===== config.mk =====
export PLATFORM = sky130hd
export DESIGN_NAME = tmr_irq_ctl
export DESIGN_NICKNAME = d
export VERILOG_FILES = /design/src/rtl/tmr_irq_ctl.sv
export SDC_FILE = /design/constraint.sdc
export NUM_CORES = 1
export LEC_CHECK = 0
export BUFFER_PORTS_ARGS = -buffer_cell sky130_fd_sc_hd__buf_2
export CORE_MARGIN = 2
export CORE_UTILIZATION = 35
export CTS_CLUSTER_SIZE = 16
export DETAILED_ROUTE_END_ITERATION = 10
export GPL_TIMING_DRIVEN = 0
export PLACE_DENSITY = 0.79
export SLEW_MARGIN = 20
export SYNTH_ARGS = -nofsm -noshare
export SYNTH_HDL_FRONTEND = slang
export SYNTH_SLANG_ARGS = --single-unit
export TNS_END_PERCENT = 20

===== constraint.sdc =====
create_clock -name clk -period 1.1 [get_ports clk]
set_clock_uncertainty 0.05 [all_clocks]
set_input_delay 0.22 -clock clk [delete_from_list [all_inputs] [get_ports clk]]
set_output_delay 0.22 -clock clk [all_outputs]
set_load 0.01 [all_outputs]

===== src/rtl/tmr_irq_ctl.sv =====
module tmr_irq_ctl #(
  parameter int NCH = 5,
  parameter int DW  = 32
) (
  input  logic           clk,
  input  logic           rst_n,
  input  logic           wr_en,
  input  logic [DW-1:0]  wdata,
  input  logic [NCH-1:0] expire,
  output logic [DW-1:0]  rdata,
  output logic [NCH-1:0] irq
);
  localparam int PAD = DW - 2 * NCH;

  logic [NCH-1:0] en_q, sts_q, irq_q;
  logic [NCH-1:0] clr, sts_d, en_d, irq_d;

  assign clr   = wr_en ? wdata[2*NCH-1:NCH] : '0;
  assign sts_d = (sts_q & ~clr) | expire;
  assign en_d  = wr_en ? wdata[NCH-1:0] : en_q;
  assign irq_d = (irq_q | (expire & en_q)) & sts_d;

  always_ff @(posedge clk or negedge rst_n) begin
    if (!rst_n) begin
      en_q  <= '0;
      sts_q <= '0;
      irq_q <= '0;
    end else begin
      en_q  <= en_d;
      sts_q <= sts_d;
      irq_q <= irq_d;
    end
  end

  assign rdata = {{PAD{1'b0}}, sts_q, en_q};
  assign irq   = irq_q;
endmodule


# Yosys cells after proc, flatten, opt, wreduce, memory -nomap -nowiden
# Index checks and enable logic that the tools add are counted.
[word_totals]
regBits = 15
output_inout_bits = 37
in_bits = 40
[classes]
muxes = 1
bitwise_logic = 6
[ops]
columns = ["cell", "n"]
rows = [
  ["AND 5 bit", 3],
  ["bitwise OR 5 bit", 2],
  ["two-way mux 5 bit", 1],
  ["inverter 5 bit", 1],
]

# Longest topological paths before layout
[logic_depth]
depth_word = 5
ltp_mapped = 3

# Worst setup path before layout
# No wires, ideal clock.
[synth_path]
path_kind = "reg-to-reg"
from = "register en_q[0]"
to = "register irq_q[0], in the netlist irq[0]"
period_less_slack_ps = 923
t_required_ps = 930
arrival_ps = 753
setup_slack_ps = 177
path_stages_with_launch = 3
setup_ps = 120
cell_sequence = "dfrtp_1 -> o21a_1 -> a31o_1"
[synth_between]
elab_chain_len = 3
[synth_rtl]
columns = ["element", "line", "text"]
rows = [
  ["start, declared", "15", "logic [NCH-1:0] en_q, sts_q, irq_q;"],
  ["start signal, assigned", "29", "en_q <= en_d;"],
  ["AND 5 bit", "21", "assign irq_d = (irq_q | (expire & en_q)) & sts_d;"],
  ["bitwise OR 5 bit", "21", ""],
  ["AND 5 bit", "21", ""],
  ["net irq_d[0]", "16", "logic [NCH-1:0] clr, sts_d, en_d, irq_d;"],
  ["end signal, assigned", "31", "irq_q <= irq_d;"],
  ["end, declared", "15", ""],
]
# The timed path passes the listed nets, and every way through them passes these cells.
# A chain may end at the register's enable or synchronous reset.

# Final worst setup path
[layout_path]
from = "register irq_q[1], in the netlist irq[1]"
to = "output irq[1]"
[layout_lines]
columns = ["element", "line", "text"]
rows = [
  ["end, declared", "11", "output logic [NCH-1:0] irq"],
]
# No word-level cell between the ends.

==> metrics.cfg <==
[synth]
synth_seq_area_share_pct=48.8
ys_ff_latch=15
avgSynthCellArea_sq_um=12.0
ys_types=10
syn_area_sq_um=769
postSynthCellCount=64
synth_warnings=0

[clock_tree]
clock_latency_ps=270
cts_root_buf=clkbuf_4
cts.sinks=15
cts_tree=yes
clockBufferDepth=2
clk_pin_slew_ps=90
cts_made_buffers=3
htree_levels=1

[worst_setup_path]
worst-r2r-setup-slack_ps=100
path_buf_inv=1
cpMaxStageDelayCell=dfrtp_1
start_kind=register
critical_path_peak_fanout=3
crit_chain=buf_2
crit_path_max_incr_delay_ps=410
cp_top_family=flip-flops
cp-end-kind=output pin
critical_path_class=register to output pin
arrival_ps=830
cp.required_ps=830

[floorplan]
placementRows=16
dieArea_sq_um=2590
coreArea_sq_um=2020
die_x_microns=50.9
die_y_microns=50.9
io_pins=77
initial_core_util_pct=38.1

[timing]
grt_setup_unrepaired=yes
setup_violations=0
hold_viol_final=0
max_freq_mhz=913
layout_min_cycle_time_ps=1100
period_share_pct=99.6
drv_slew=0
hold_ws_ps=85.9

[final_layout]
diodes=0
drive_gt1_share_pct=53.2
final_common_cell=buf_2
layout_common_cells=buf_2 (31), buf_4 (25), conb_1 (22)
area_delta_synth_final_pct=42.4
final_util_pct=54.2
fin_nets=165

[route]
dr.pass1.iters=2
drcViolationCount=0
routed_wl_mm=1.39
first_iter_violations=1
wl_per_cell_microns=9.19
vias=593
post_drt_via_cell_ratio=3.93
antenna_left=0

[flow_run]
drv_cap=0

[global_routing]
antenna_found_initial=0
grt_max_degree=16
grt_pass1_wl_mm=2.24
track_usage_pct=11.4
grt-ovfl-total=0
grt_pass1_vias=541

[place]
io_buffers=31
routabilityCongestion=0.635
hpwl_mm=1.13

[run_status]
status=complete, no violations

[hold_path]
hp-class=primary input to register

[pwr]
power.density_nw_per_um2=1180
leakagePower_nw=0.603
irDropWorstVdd_v=0.000638

[synth_stat cells]
library cell  number  area, sq um
a21o_1             4         30.0
mux2_4             5         75.1
a31o_1             5         43.8
dfrtp_1           15          375
buf_4             22          165
o21a_1             5         37.5
nand2_1            5         18.8
conb_1             1         3.75
buf_6              1         11.3
a21o_2             1         8.76
[path summary, 6_finish.rpt]
check,end,depth (start not counted),startpoint
min,sts_q[1]$_DFF_PN0_,2,expire[1]
min reg2reg,sts_q[4]$_DFF_PN0_,1,sts_q[4]$_DFF_PN0_
max in group asynchronous,en_q[1]$_DFFE_PN0P_,2,rst_n
max reg2reg,irq[3]$_DFF_PN0_,3,irq[3]$_DFF_PN0_
max,irq[1],1,irq[1]$_DFF_PN0_
min in group asynchronous,sts_q[2]$_DFF_PN0_,2,rst_n
[cell families after synthesis]
logic type	count (synthesis)	synth area share, %
simple gates	5	2.44
buf+inv	23	22.9
flops	15	48.8
mux	5	9.76
compound gates	15	15.6
other cells	1	0.487
[through the flow]
| step | setup TNS (ps) | instance area (sq um) | worst slack [ps] | power (W) | std cells |
|---|---|---|---|---|---|
| floorplan | 0 | 848 | 177 | 0.000872 | 85 |
| global placement | 0 | 1040 | 203 | 0.000979 | 143 |
| detailed placement | 0 | 1040 | 187 | 0.000988 | 143 |
| CTS | -34.7 | 1080 | -8.47 | 0.00130 | 149 |
| global route | -410 | 1100 | -39.6 | 0.00138 | 151 |
| finish | 0 | 1100 | 4.66 | 0.00129 | 151 |
[state kept, by name, indices dropped and copies added, names as in the netlist]
name and count:
en_q 5, irq 5, sts_q 5
[area by class of cell]
class	instances	area, sq um
multi-input combinational	47	297
fill	182	926
timing repair buffer	35	188
clock buffer	4	26.3
buffer	23	176
sequential	15	375
tap	27	33.8
[what timing repair did]
action | in CTS | in global routing
hold buffers | 1 | 0
setup endpoints to repair | 8 | 15
cloned | 0 | 0
setup buffers | 1 | 2
hold endpoints to repair | 15 | 0
pin swaps | 0 | 0
gates resized for setup | 0 | 0
[report_power, final]
| part | switching, W | total (W) | internal [W] | leakage, nW |
|---|---|---|---|---|
| sequential | 0.0000421 | 0.000652 | 0.000609 | 0.164 |
| clock | 0.000160 | 0.000300 | 0.000140 | 0.0150 |
| combinational | 0.000150 | 0.000343 | 0.000193 | 0.424 |
| total | 0.000352 | 0.00129 | 0.000942 | 0.603 |
[layer usage]
layer / part of all wire, % / up-vias / wire (microns) / global-route usage [%]
met5: 0 / - / 0 / 0
met4: 0 / 0 / 0 / 5.41
met3: 9.3 / 0 / 129 / 1.75
met2: 50 / 35 / 691 / 20.6
met1: 41 / 263 / 566 / 13.1
li1: - / 295 / - / -
Power figures use the tool's default switching activity.
